<file path="config.mk">
export PLATFORM = sky130hd
export DESIGN_NAME = emmc_boot_seq
export DESIGN_NICKNAME = d
export VERILOG_FILES = /design/src/rtl/emmc_boot_pkg.sv /design/src/rtl/emmc_boot_script.sv /design/src/rtl/emmc_boot_ctr.sv /design/src/rtl/emmc_boot_bus.sv /design/src/rtl/emmc_boot_seq.sv
export SDC_FILE = /design/constraint.sdc
export NUM_CORES = 1
export LEC_CHECK = 0
export BUFFER_PORTS_ARGS = -buffer_cell sky130_fd_sc_hd__buf_4
export CAP_MARGIN = 10
export CELL_PAD_IN_SITES_DETAIL_PLACEMENT = 1
export CELL_PAD_IN_SITES_GLOBAL_PLACEMENT = 2
export CORE_MARGIN = 2
export CORE_UTILIZATION = 33
export CTS_CLUSTER_SIZE = 8
export DETAILED_ROUTE_END_ITERATION = 10
export GPL_TIMING_DRIVEN = 0
export PLACE_DENSITY = 0.86
export SETUP_SLACK_MARGIN = 0.3
export SLEW_MARGIN = 20
export SYNTH_ARGS = -nofsm -noshare
export SYNTH_HDL_FRONTEND = slang
export SYNTH_SLANG_ARGS = --single-unit
</file>
<file path="constraint.sdc">
create_clock -name clk -period 3.3 [get_ports clk]
set_input_delay 0.165 -clock clk [delete_from_list [all_inputs] [get_ports clk]]
set_output_delay 0.165 -clock clk [all_outputs]
set_load 0.1 [all_outputs]
</file>
<file path="src/rtl/emmc_boot_pkg.sv">
package emmc_boot_pkg;

  typedef enum logic [3:0] {
    K_WR, K_CMD, K_RDY, K_STAT, K_LOOP, K_POLLD, K_UNLOAD, K_NEXT
  } step_kind_t;

  typedef struct packed {
    step_kind_t  kind;
    logic        blk_arg;
    logic [7:0]  addr;
    logic [31:0] word;
    logic [31:0] arg;
  } step_t;

  typedef enum logic [3:0] {
    S_IDLE, S_DEC, S_WR, S_CCLR, S_CARG, S_CCMD,
    S_PRD, S_PWB, S_RSP, S_URD, S_UPUSH
  } fsm_t;

  localparam logic [7:0] REG_CMD   = 8'h00;
  localparam logic [7:0] REG_ARG   = 8'h08;
  localparam logic [7:0] REG_BLKSZ = 8'h14;
  localparam logic [7:0] REG_CLK   = 8'h18;
  localparam logic [7:0] REG_ACC   = 8'h1C;
  localparam logic [7:0] REG_RSP   = 8'h2C;
  localparam logic [7:0] REG_DATA  = 8'h34;
  localparam logic [7:0] REG_INT   = 8'h40;
  localparam logic [7:0] REG_RST   = 8'h7C;

  localparam logic [31:0] MASK_CC   = 32'h0001_0000;
  localparam logic [31:0] MASK_DATA = 32'h0010_0000;
  localparam logic [31:0] STAT_OK   = 32'h0000_0900;

  localparam logic [4:0] STEP_CMD1 = 5'd6;
  localparam logic [4:0] STEP_LOOP = 5'd14;

  function automatic logic [31:0] clk_word(input logic [3:0] code);
    return 32'h0100_2FFF | ({28'd0, code} << 16);
  endfunction

endpackage

</file>
<file path="src/rtl/emmc_boot_script.sv">
module emmc_boot_script
  import emmc_boot_pkg::*;
#(
  parameter int BLK_BYTES = 512,
  parameter int SLOW_CODE = 7,
  parameter int FAST_CODE = 1
) (
  input  logic [4:0] idx,
  output step_t      st
);
  localparam logic [31:0] BB = 32'(BLK_BYTES);
  localparam logic [31:0] CK_SLOW = clk_word(4'(SLOW_CODE));
  localparam logic [31:0] CK_FAST = clk_word(4'(FAST_CODE));

  always_comb begin
    st = '{kind: K_LOOP, blk_arg: 1'b0, addr: 8'h00, word: 32'h0, arg: 32'h0};
    unique case (idx)
      5'd0:  st = '{K_WR,  1'b0, REG_RST,   32'h8000_0000, 32'h0};
      5'd1:  st = '{K_WR,  1'b0, REG_RST,   32'h0,         32'h0};
      5'd2:  st = '{K_WR,  1'b0, REG_ACC,   32'h0001_0000, 32'h0};
      5'd3:  st = '{K_WR,  1'b0, REG_BLKSZ, BB,            32'h0};
      5'd4:  st = '{K_WR,  1'b0, REG_CLK,   CK_SLOW,       32'h0};
      5'd5:  st = '{K_CMD, 1'b0, REG_CMD,   32'h0000_0040, 32'h0};
      5'd6:  st = '{K_CMD, 1'b0, REG_CMD,   32'h0140_5040, 32'h4030_0000};
      5'd7:  st = '{K_RDY, 1'b0, REG_RSP,   32'h0,         32'h0};
      5'd8:  st = '{K_CMD, 1'b0, REG_CMD,   32'h0280_6040, 32'h0};
      5'd9:  st = '{K_CMD, 1'b0, REG_CMD,   32'h0340_0040, 32'h0001_0000};
      5'd10: st = '{K_WR,  1'b0, REG_CLK,   CK_FAST,       32'h0};
      5'd11: st = '{K_CMD, 1'b0, REG_CMD,   32'h0980_6000, 32'h0001_0000};
      5'd12: st = '{K_CMD, 1'b0, REG_CMD,   32'h0740_0000, 32'h0001_0000};
      5'd13: st = '{K_CMD, 1'b0, REG_CMD,   32'h1040_0000, BB};
      5'd14: st = '{K_LOOP, 1'b0, REG_CMD,  32'h0,         32'h0};
      5'd15: st = '{K_CMD, 1'b0, REG_CMD,   32'h0D40_0000, 32'h0001_0000};
      5'd16: st = '{K_STAT, 1'b0, REG_RSP,  32'h0,         32'h0};
      5'd17: st = '{K_CMD, 1'b1, REG_CMD,   32'h1148_0000, 32'h0};
      5'd18: st = '{K_POLLD, 1'b0, REG_INT, 32'h0,         32'h0};
      5'd19: st = '{K_UNLOAD, 1'b0, REG_DATA, 32'h0,       32'h0};
      5'd20: st = '{K_NEXT, 1'b0, REG_CMD,  32'h0,         32'h0};
      default: ;
    endcase
  end
endmodule

</file>
<file path="src/rtl/emmc_boot_ctr.sv">
module emmc_boot_ctr #(
  parameter int W = 8
) (
  input  logic         clk,
  input  logic         rst_n,
  input  logic         clr,
  input  logic         inc,
  output logic [W-1:0] q
);
  always_ff @(posedge clk or negedge rst_n) begin
    if (!rst_n)   q <= '0;
    else if (clr) q <= '0;
    else if (inc) q <= q + 1'b1;
  end
endmodule

</file>
<file path="src/rtl/emmc_boot_bus.sv">
module emmc_boot_bus (
  input  logic        clk,
  input  logic        rst_n,
  input  logic        go,
  input  logic        we_i,
  input  logic [7:0]  addr_i,
  input  logic [31:0] wdata_i,
  output logic        fin,
  output logic [31:0] rdata,
  output logic        bus_req,
  output logic        bus_we,
  output logic [7:0]  bus_addr,
  output logic [31:0] bus_wdata,
  input  logic        bus_ack,
  input  logic [31:0] bus_rdata
);
  typedef enum logic [1:0] {E_IDLE, E_ACT, E_FIN} eng_t;
  eng_t es_q;

  always_ff @(posedge clk or negedge rst_n) begin
    if (!rst_n) begin
      es_q      <= E_IDLE;
      bus_req   <= 1'b0;
      bus_we    <= 1'b0;
      bus_addr  <= '0;
      bus_wdata <= '0;
      rdata     <= '0;
    end else begin
      unique case (es_q)
        E_IDLE: if (go) begin
          bus_req   <= 1'b1;
          bus_we    <= we_i;
          bus_addr  <= addr_i;
          bus_wdata <= wdata_i;
          es_q      <= E_ACT;
        end
        E_ACT: if (bus_ack) begin
          bus_req <= 1'b0;
          rdata   <= bus_rdata;
          es_q    <= E_FIN;
        end
        default: es_q <= E_IDLE;
      endcase
    end
  end

  assign fin = (es_q == E_FIN);

  a_r13_req_hold: assert property (@(posedge clk) disable iff (!rst_n)
    (bus_req && !bus_ack) |=> (bus_req && $stable(bus_addr) && $stable(bus_we) && $stable(bus_wdata)));
endmodule

</file>
<file path="src/rtl/emmc_boot_seq.sv">
module emmc_boot_seq
  import emmc_boot_pkg::*;
#(
  parameter int BLK_BYTES   = 512,
  parameter int CNT_W       = 16,
  parameter int POLL_LIMIT  = 1000000,
  parameter int RETRY_LIMIT = 65535,
  parameter int SLOW_CODE   = 7,
  parameter int FAST_CODE   = 1
) (
  input  logic                                   clk,
  input  logic                                   rst_n,
  input  logic                                   start,
  input  logic [31:0]                            first_blk,
  input  logic [CNT_W-1:0]                       blk_cnt,
  output logic                                   busy,
  output logic                                   done,
  output logic                                   err,
  output logic                                   bus_req,
  output logic                                   bus_we,
  output logic [7:0]                             bus_addr,
  output logic [31:0]                            bus_wdata,
  input  logic                                   bus_ack,
  input  logic [31:0]                            bus_rdata,
  output logic                                   mem_valid,
  input  logic                                   mem_ready,
  output logic [CNT_W+$clog2(BLK_BYTES/4)-1:0]   mem_addr,
  output logic [31:0]                            mem_data
);
  localparam int WORDS   = BLK_BYTES / 4;
  localparam int WORD_AW = $clog2(WORDS);
  localparam int PCNT_W  = $clog2(POLL_LIMIT + 1);
  localparam int RCNT_W  = $clog2(RETRY_LIMIT + 1);

  fsm_t        state_q;
  logic [4:0]  step_q;
  step_t       st;
  logic [31:0] mask_q, wb_q, first_q;
  logic [CNT_W-1:0] cnt_q;

  logic        eng_go, eng_we, eng_fin;
  logic [7:0]  eng_addr;
  logic [31:0] eng_wd, eng_rd;

  logic [PCNT_W-1:0]  pc_q;
  logic [RCNT_W-1:0]  rt_q;
  logic [WORD_AW-1:0] wd_q;
  logic [CNT_W-1:0]   bk_q;
  logic pc_clr, pc_inc, rt_clr, rt_inc, wd_clr, wd_inc, bk_clr, bk_inc;
  logic pc_last, rt_last, wd_last, hit;
  logic [31:0] cmd17_arg;

  emmc_boot_script #(
    .BLK_BYTES(BLK_BYTES), .SLOW_CODE(SLOW_CODE), .FAST_CODE(FAST_CODE)
  ) u_script (.idx(step_q), .st(st));

  emmc_boot_bus u_bus (
    .clk(clk), .rst_n(rst_n), .go(eng_go), .we_i(eng_we), .addr_i(eng_addr),
    .wdata_i(eng_wd), .fin(eng_fin), .rdata(eng_rd),
    .bus_req(bus_req), .bus_we(bus_we), .bus_addr(bus_addr), .bus_wdata(bus_wdata),
    .bus_ack(bus_ack), .bus_rdata(bus_rdata)
  );

  emmc_boot_ctr #(.W(PCNT_W))  u_poll  (.clk(clk), .rst_n(rst_n), .clr(pc_clr), .inc(pc_inc), .q(pc_q));
  emmc_boot_ctr #(.W(RCNT_W))  u_retry (.clk(clk), .rst_n(rst_n), .clr(rt_clr), .inc(rt_inc), .q(rt_q));
  emmc_boot_ctr #(.W(WORD_AW)) u_word  (.clk(clk), .rst_n(rst_n), .clr(wd_clr), .inc(wd_inc), .q(wd_q));
  emmc_boot_ctr #(.W(CNT_W))   u_blk   (.clk(clk), .rst_n(rst_n), .clr(bk_clr), .inc(bk_inc), .q(bk_q));

  assign cmd17_arg = (first_q + 32'(bk_q)) * 32'(BLK_BYTES);
  assign pc_last   = (pc_q == PCNT_W'(POLL_LIMIT - 1));
  assign rt_last   = (rt_q == RCNT_W'(RETRY_LIMIT - 1));
  assign wd_last   = (wd_q == WORD_AW'(WORDS - 1));
  assign hit       = |(eng_rd & mask_q);
  assign busy      = (state_q != S_IDLE);
  assign mem_addr  = {bk_q, wd_q};

  // Access presented to the bus engine in each state.
  always_comb begin
    eng_go   = 1'b1;
    eng_we   = 1'b1;
    eng_addr = REG_INT;
    eng_wd   = 32'h0;
    unique case (state_q)
      S_WR:   begin eng_addr = st.addr; eng_wd = st.word; end
      S_CCLR: ;
      S_CARG: begin eng_addr = REG_ARG; eng_wd = st.blk_arg ? cmd17_arg : st.arg; end
      S_CCMD: begin eng_addr = REG_CMD; eng_wd = st.word; end
      S_PRD:  eng_we = 1'b0;
      S_PWB:  eng_wd = wb_q & ~mask_q;
      S_RSP:  begin eng_we = 1'b0; eng_addr = REG_RSP; end
      S_URD:  begin eng_we = 1'b0; eng_addr = REG_DATA; end
      default: eng_go = 1'b0;
    endcase
  end

  // Counter control.
  always_comb begin
    pc_clr = (state_q == S_CCMD && eng_fin) || (state_q == S_DEC && st.kind == K_POLLD);
    pc_inc = (state_q == S_PRD) && eng_fin && !hit && !pc_last;
    rt_clr = (state_q == S_IDLE) && start;
    rt_inc = (state_q == S_RSP) && eng_fin && st.kind == K_RDY && !eng_rd[31] && !rt_last;
    wd_clr = (state_q == S_DEC) && st.kind == K_UNLOAD;
    wd_inc = (state_q == S_UPUSH) && mem_ready && !wd_last;
    bk_clr = (state_q == S_IDLE) && start;
    bk_inc = (state_q == S_DEC) && st.kind == K_NEXT;
  end

  always_ff @(posedge clk or negedge rst_n) begin
    if (!rst_n) begin
      state_q   <= S_IDLE;
      step_q    <= '0;
      mask_q    <= MASK_CC;
      wb_q      <= '0;
      first_q   <= '0;
      cnt_q     <= '0;
      done      <= 1'b0;
      err       <= 1'b0;
      mem_valid <= 1'b0;
      mem_data  <= '0;
    end else begin
      unique case (state_q)
        S_IDLE: if (start) begin
          first_q <= first_blk;
          cnt_q   <= blk_cnt;
          step_q  <= '0;
          done    <= 1'b0;
          err     <= 1'b0;
          state_q <= S_DEC;
        end
        S_DEC: begin
          unique case (st.kind)
            K_WR:  state_q <= S_WR;
            K_CMD: begin mask_q <= MASK_CC; state_q <= S_CCLR; end
            K_RDY, K_STAT: state_q <= S_RSP;
            K_LOOP: begin
              if (bk_q == cnt_q) begin done <= 1'b1; state_q <= S_IDLE; end
              else step_q <= step_q + 5'd1;
            end
            K_POLLD:  begin mask_q <= MASK_DATA; state_q <= S_PRD; end
            K_UNLOAD: state_q <= S_URD;
            default:  step_q <= STEP_LOOP;
          endcase
        end
        S_WR: if (eng_fin) begin step_q <= step_q + 5'd1; state_q <= S_DEC; end
        S_CCLR: if (eng_fin) state_q <= S_CARG;
        S_CARG: if (eng_fin) state_q <= S_CCMD;
        S_CCMD: if (eng_fin) state_q <= S_PRD;
        S_PRD: if (eng_fin) begin
          if (hit) begin wb_q <= eng_rd; state_q <= S_PWB; end
          else if (pc_last) begin err <= 1'b1; state_q <= S_IDLE; end
        end
        S_PWB: if (eng_fin) begin step_q <= step_q + 5'd1; state_q <= S_DEC; end
        S_RSP: if (eng_fin) begin
          if (st.kind == K_RDY) begin
            if (eng_rd[31]) begin step_q <= step_q + 5'd1; state_q <= S_DEC; end
            else if (rt_last) begin err <= 1'b1; state_q <= S_IDLE; end
            else begin step_q <= STEP_CMD1; state_q <= S_DEC; end
          end else begin
            if (eng_rd == STAT_OK) begin step_q <= step_q + 5'd1; state_q <= S_DEC; end
            else begin err <= 1'b1; state_q <= S_IDLE; end
          end
        end
        S_URD: if (eng_fin) begin
          mem_valid <= 1'b1;
          mem_data  <= eng_rd;
          state_q   <= S_UPUSH;
        end
        S_UPUSH: if (mem_ready) begin
          mem_valid <= 1'b0;
          if (wd_last) begin step_q <= step_q + 5'd1; state_q <= S_DEC; end
          else state_q <= S_URD;
        end
        default: state_q <= S_IDLE;
      endcase
    end
  end

  a_r12_done_err_excl: assert property (@(posedge clk) disable iff (!rst_n) !(done && err));
  a_r10_mem_hold: assert property (@(posedge clk) disable iff (!rst_n)
    (mem_valid && !mem_ready) |=> (mem_valid && $stable(mem_data) && $stable(mem_addr)));
  a_r1_quiet_idle: assert property (@(posedge clk) disable iff (!rst_n)
    !busy |-> (!bus_req && !mem_valid));
  a_r5_poll_bound: assert property (@(posedge clk) disable iff (!rst_n)
    pc_q < PCNT_W'(POLL_LIMIT));
  a_r7_retry_bound: assert property (@(posedge clk) disable iff (!rst_n)
    rt_q < RCNT_W'(RETRY_LIMIT));
  a_r10_no_push_while_bus: assert property (@(posedge clk) disable iff (!rst_n)
    mem_valid |-> !bus_req);
endmodule

</file>
==> impl_metrics.py, run 1 <==
metrics = {
    "detailed_routing": {
        "vias": 11970,
        "postRouteAntennaNets": 0,
        "drc": 0,
        "via_per_inst": 5.371,
        "drtIter0Drc": 645,
        "first_pass_iters": 8,
        "wirelength_mm": 47.33,
        "wire_per_inst_um": 21.24,
    },
    "timing": {
        "fin_skew_ns": 0.03577,
        "max_slew.worst_pin.slew_ns": 0.7502,
        "min_period_over_period_pct": 93.29,
        "setup_violations": 0,
        "relSlewSlack_pct": 49.99,
        "period_needed_ns": 3.079,
        "fmax_mhz": 324.8,
        "fin_setup_tns_ns": 0,
        "hold_violations": 0,
        "rsz0062_at_grt": "true",
        "slew_violations": 0,
    },
    "die": {
        "core-area_sq_um": 38740,
        "dieArea_sq_um": 40890,
        "die_y_um": 202.2,
        "start_util_pct": 33.47,
        "io_pins": 186,
        "dieWidth_um": 202.2,
        "rows": 72,
    },
    "global_route": {
        "grtUsageTotal_pct": 23.06,
        "antenna_found_initial": 0,
        "grt_pass1_wl_mm": 74.08,
        "grt_max_degree": 88,
        "overflow": 0,
        "first_global_vias": 12890,
    },
    "clock_tree": {
        "h-tree-depth": 2,
        "clk_path_buf_depth": 3,
        "cts_root_buf": "clkbuf_16",
        "clk_latency_ns": 0.56,
        "clkSinkCount": 249,
        "cts_tree": "built",
        "cts-buffers-inserted": 37,
        "clk_pin_slew_ns": 0.05,
    },
    "synthesis": {
        "synth_cell_types": 87,
        "ys.flop_type": "dfrtp_1",
        "netlist_instances": 1369,
        "ys_seq_area_share_pct": 48.07,
        "yosys_warnings": 0,
        "ys_async_sr_fraction_pct": 100.0,
        "syn_area_sq_um": 12960,
        "ys_seq_elements": 249,
        "syn_area_per_cell_sq_um": 9.470,
        "synth-edff-count": 0,
    },
    "run": {
        "max-cap-violations": 0,
    },
    "placement": {
        "placed_area_sq_um": 15040,
        "gp_congestion": 0.8759,
        "dp_cells": 2064,
        "portBuffers": 173,
        "hpwl_mm": 33.34,
    },
    "power_and_ir_drop": {
        "pwr_density_cell_nw_per_um2": 849.0,
        "swShare_pct": 45.64,
        "p_switching_uw": 6821,
        "power_frac_seq_pct": 32.7,
        "pwr-share-comb_pct": 43.5,
        "power_leakage_uw": 0.008251,
        "peakVddDrop_v": 0.0004027,
        "p_clk_share_pct": 23.8,
        "power_uw": 14950,
        "internal_power_uw": 8124,
    },
    "hold_path": {
        "holdPathEnd": "mem_valid",
        "hp-start": "mem_ready",
        "holdCritPathClass": "input port to flip-flop",
        "hold_depth": 4,
    },
    "setup_path": {
        "worstRegToRegCells": 12,
        "r2r-end": "step_q[4]",
        "crit_fanout": 10,
        "cp-end-kind": "flip-flop",
        "crit_required_ns": 3.71,
        "critPathArrivalTime_ns": 3.49,
        "start_kind": "flip-flop",
        "r2r_slack_ns": 0.22,
        "r2r_start": "step_q[3]",
        "worstSetupPathType": "flip-flop to flip-flop",
    },
    "layout": {
        "layout-drive-gt1-share_pct": 25.44,
        "area_delta_synth_final_pct": 35.77,
        "final_util_pct": 45.44,
        "antenna_cells": 0,
        "final_common_cell": "nand2_1",
        "n_fill_cell": 4434,
        "design_area_sq_um": 17600,
        "mostFrequentLayoutCells": "nand2_1, dfrtp_1, buf_4",
        "final_cells": 2228,
        "nets": 1815,
    },
    "run_status": {
        "outcome": "complete, no violations",
    },
}
through the flow:
step / setup slack (ns) / hold WS (ns)
after floorplan: 0.2886 / -0.1306
after global placement: -0.5554 / 0.3584
after detailed placement: -0.4276 / 0.2111
after CTS: 0.2679 / 0.1088
after global routing: 0.1180 / 0.1746
final: 0.2213 / 0.1075
logic make-up after synthesis:
kind of cell	share of synthesized area (%)
mux	6.591
fa+ha+maj	2.664
simple gates	21.45
buf+inv	2.914
other cells	0.02892
flops	48.07
xor+xnor	4.526
compound gates	13.75
power groups by stage:
| stage | logic (uW) | clock network [uW] | registers [uW] |
|---|---|---|---|
| global placement | 5630 | 0 | 4880 |
| finish | 6500 | 3550 | 4890 |
| detailed placement | 5760 | 0 | 4920 |
| CTS | 6240 | 3640 | 4890 |
| floorplan | 3040 | 0 | 5610 |
| global route | 7010 | 3750 | 4990 |
sequential cells by signal, indices dropped and copies added, names as in the netlist, 2 cells and up:
signal and flops:
cnt_q 16, u_word.q 7, u_retry.q 16, u_bus.es_q 2, u_blk.q 16, u_bus.rdata 32, step_q 5, u_bus.bus_addr 5
mask_q 2, wb_q 32, u_bus.bus_wdata 32, first_q 23, state_q 4, u_poll.q 20, mem_data 32
worst max-delay path by stage:
stage               from          to  slack [ns]  cells after the start
2_1_floorplan  step_q[0]   step_q[0]        0.29                     12
3_3_place_gp       rst_n  u_blk.q[0]       -0.56                      1
3_5_place_dp   step_q[3]   step_q[4]       -0.43                     12
4_1_cts        step_q[0]   step_q[4]        0.27                     10
5_1_grt        step_q[3]   step_q[4]        0.12                     12
6_report       step_q[3]   step_q[4]        0.22                     12
metal layers:
metal,vias up,part of all wire (%),routed length [um],GRT usage [%]
met4,0,3.2,1518,8.525
met1,6074,42,19890,29.04
met2,304,50,23470,39.38
met5,-,0,0,0
met3,91,5.2,2455,4.353
li1,5497,-,-,-
Yosys cell counts, types with 4 or more instances:
library cell    n  area (sq um)
a2bb2oi_1       6         52.55
a22o_1          7         61.31
nand3_1        29         145.1
nor4_1         16         100.1
o31ai_1         6         45.04
a31oi_1        13         81.33
nand4_1        28         175.2
buf_1           7         26.28
nor2_1         95         356.6
o22ai_1         7         43.79
a31o_2          4         35.03
a21o_1         10         75.07
a22oi_1         6         45.04
o211ai_1       10         75.07
xor2_1         42         367.9
or3_1          15         93.84
o41ai_1         4         35.03
nor4bb_1        4         40.04
o21ai_0        68         340.3
and4_1          4         35.03
ha_1           26         325.3
mux2i_1        10         100.1
nor2b_1        18         112.6
nor3_1         28         140.1
xnor2_1        25         219.0
clkbuf_1       54         202.7
nand3b_1        4         30.03
and2_1          9         56.30
mux2_2         67         754.5
nand2_1       300          1126
a211oi_1       10         75.07
a221o_1         4         40.04
nand2b_1       11         68.82
dfrtp_1       248          6206
a21oi_1        48         240.2
o21a_1          5         37.54
a32oi_1         4         35.03
and3_1         21         131.4
inv_1          18         67.56
buf_2           5         25.02
or2_2           4         25.02
critical path, cell delays in order, from the launching register on:
cell      delay [ns]
dfrtp_1         0.40
buf_6           0.16
clkbuf_8        0.18
inv_4           0.09
nor3_2          0.05
ha_2            0.19
a221oi_4        0.26
o221ai_4        0.19
or2_1           0.25
buf_6           0.12
a311o_4         0.33
nor3_4          0.35
mux2_4          0.35
layout make-up:
cell class	count	area [sq um]	area share, %
flip-flops and latches	249	6242	35.46
repair buffers	293	2431	13.81
well taps	518	648.1	3.682
multi-input cells	1032	6750	38.35
clock buffers	42	944.7	5.366
inverters	18	83.83	0.4762
plain buffers	72	382.9	2.175
clock inverters	4	120.1	0.6824
repair_timing:
action | 4_1_cts | 5_1_grt
hold buffers | 73 | 0
endpoints found under the hold margin | 155 | 0
pin swaps | 17 | 13
endpoints found under the setup margin | 103 | 110
cloned | 1 | 0
resized for setup | 63 | 51
buffers inserted | 29 | 15
(Power assumes the default switching activity.)
==> run 2, diff against run 1 <==
--- a/config.mk
+++ b/config.mk
@@ -11,9 +11,10 @@
 export CELL_PAD_IN_SITES_GLOBAL_PLACEMENT = 2
 export CORE_MARGIN = 2
-export CORE_UTILIZATION = 33
+export CORE_UTILIZATION = 36
 export CTS_CLUSTER_SIZE = 8
 export DETAILED_ROUTE_END_ITERATION = 10
 export GPL_TIMING_DRIVEN = 0
-export PLACE_DENSITY = 0.86
+export PLACE_DENSITY = 0.89
+export REMOVE_ABC_BUFFERS = 1
 export SETUP_SLACK_MARGIN = 0.3
 export SLEW_MARGIN = 20
==> constraint.sdc (replaced) <==
create_clock -name clk -period 2.9 [get_ports clk]
set_input_delay 0.145 -clock clk [delete_from_list [all_inputs] [get_ports clk]]
set_output_delay 0.145 -clock clk [all_outputs]
set_load 0.005 [all_outputs]
==> run 2 against run 1 <==
Compared with the run above: the flow now finishes with violations (negative setup slack); wire length grew 1.7%; clock power is 12% higher; clock skew decreased by 0.018 ns; critical path type unchanged; critical endpoint is now step_q[0].
==> impl_metrics.py, run 2 (synthesized netlist as in run 1, its figures left out) <==
metrics = {
    "timing": {
        "layout_setup_ws_ns": -0.1458,
        "rsz0062_at_grt": "true",
        "fin_skew_ns": 0.01734,
        "period_needed_ns": 3.046,
        "max_slew.worst_pin.slew_ns": 0.8353,
        "relSlewSlack_pct": 44.25,
        "slew_violations": 0,
        "min_period_over_period_pct": 105.0,
        "hold_violations": 0,
        "setup_violations": 14,
        "fmax_mhz": 328.3,
        "whs_ns": 0.1957,
    },
    "die": {
        "dieWidth_um": 193.8,
        "rows": 69,
        "die_y_um": 193.8,
        "dieArea_sq_um": 37550,
        "start_util_pct": 36.54,
        "core-area_sq_um": 35480,
        "io_pins": 186,
    },
    "clock_tree": {
        "cts-buffers-inserted": 37,
        "clk_latency_ns": 0.54,
        "cts_tree": "built",
        "h-tree-depth": 2,
        "clkSinkCount": 249,
        "clk_pin_slew_ns": 0.06,
        "clk_path_buf_depth": 3,
        "cts_root_buf": "clkbuf_16",
    },
    "setup_path": {
        "r2r_start": "step_q[0]",
        "crit_fanout": 9,
        "worst-path-buf-inv": 1,
        "path_delay_family": "compound AO/OA/AOI/OAI gates",
        "worstRegToRegCells": 9,
        "crit_required_ns": 3.33,
        "crit_slowest_cell": "dfrtp_2",
        "r2r_slack_ns": -0.15,
        "max_stage_delay_ns": 0.46,
        "cp-end-kind": "flip-flop",
        "worstSetupPathType": "flip-flop to flip-flop",
        "critPathArrivalTime_ns": 3.47,
        "r2r-end": "step_q[0]",
        "path_cells": "inv_4, ha_2, nor2_2, a2bb2oi_2, o221ai_4, or2_4, a311o_4, nor3_4, mux2_4",
        "crit_cells": 9,
        "endpoint": "step_q[0]",
        "start_kind": "flip-flop",
        "cp-startpoint": "step_q[0]",
    },
    "run_status": {
        "violations": "negative setup slack",
        "outcome": "complete, but fails checks",
    },
    "layout": {
        "layout-drive-gt1-share_pct": 30.81,
        "n_fill_cell": 3881,
        "final_util_pct": 50.84,
        "area_delta_synth_final_pct": 39.15,
        "mostFrequentLayoutCells": "nand2_1, dfrtp_1, buf_4",
        "nets": 1782,
        "final_common_cell": "nand2_1",
    },
    "placement": {
        "hpwl_mm": 28.77,
        "post-place-ws_ns": -1.293,
        "gp_congestion": 0.8836,
        "portBuffers": 173,
    },
    "detailed_routing": {
        "postRouteAntennaNets": 0,
        "wirelength_mm": 48.14,
        "drc": 0,
        "first_pass_iters": 5,
        "vias": 12180,
        "wire_per_inst_um": 22.46,
        "via_per_inst": 5.685,
        "drtIter0Drc": 764,
    },
    "global_route": {
        "grt_max_degree": 100,
        "first_global_vias": 13030,
        "overflow": 0,
        "grt_pass1_wl_mm": 73.40,
        "antenna_found_initial": 1,
        "grtUsageTotal_pct": 24.33,
    },
    "power_and_ir_drop": {
        "power_leakage_uw": 0.008340,
        "pwr_density_cell_nw_per_um2": 907.8,
        "peakVddDrop_v": 0.0004446,
    },
    "hold_path": {
        "holdCritPathClass": "input port to async pin",
    },
    "run": {
        "max-cap-violations": 0,
    },
}
## run 2: changes by cell type in the layout (fill, tap and decap cells not counted), sizes merged
cell and delta:
buf +15, bufinv -1, clkbuf -47, clkinv -2, clkinvlp +1, diode +1, dlygate4sd3 +1, inv +2
o21ai +1, o221ai +1
## run 2: how the worst min path moves through the flow
stage / startpoint / to / slack (ns)
2_1_floorplan: rst_n / cnt_q[0] / -0.15
3_3_place_gp: bus_rdata[6] / u_bus.rdata[6] / 0.34
3_5_place_dp: rst_n / first_q[11] / 0.18
4_1_cts: rst_n / u_bus.bus_wdata[19] / 0.20
5_1_grt: start / err / 0.23
6_report: rst_n / first_q[13] / 0.20
## run 2: power breakdown
group	leakage, uW	switching, uW	internal, uW
Combinational	0.00455	3800	2870
Sequential	0.00329	1360	4370
Clock	0.000495	1640	2330
## run 2: area by class of cell
type                       instances  area, sq um  share of cell area [%]
multi-input combinational       1034         7217                   40.00
sequential                       249         6267                   34.74
timing repair buffer             330         2870                   15.91
clock buffer                      46        959.7                   5.319
tap                              461        576.8                   3.197
clock inverter                     4        73.82                  0.4092
inverter                          18        73.82                  0.4092
antenna                            1        2.502                 0.01387
## run 2: through the flow
step | setup TNS [ns] | total power, uW | cells | instance area [sq um]
5_1_grt | -2.892 | 17230 | 2143 | 18040
3_3_place_gp | -294.41 | 10140 | 1933 | 14540
3_5_place_dp | -69.51 | 10530 | 1945 | 14820
4_1_cts | 0 | 15650 | 2123 | 17600
6_report | -0.8802 | 16380 | 2143 | 18040
2_1_floorplan | -11.33 | 8262 | 1299 | 12660
## run 2: what timing repair did
| item | CTS | global route |
|---|---|---|
| pin swaps | 40 | 26 |
| buffers inserted | 52 | 18 |
| resized for setup | 128 | 69 |
| hold buffers | 74 | 0 |
| gates cloned | 2 | 1 |
| endpoints found under the setup margin | 108 | 121 |
| hold endpoints to repair | 144 | 0 |
## run 2: per-layer routing
layer | routed length [um] | vias to the layer above | GRT usage (%)
met5 | 0 | - | 0
met4 | 1960 | 0 | 9.754
met3 | 2096 | 116 | 3.548
met2 | 24520 | 383 | 42.61
met1 | 19570 | 6238 | 30.15
li1 | - | 5447 | -
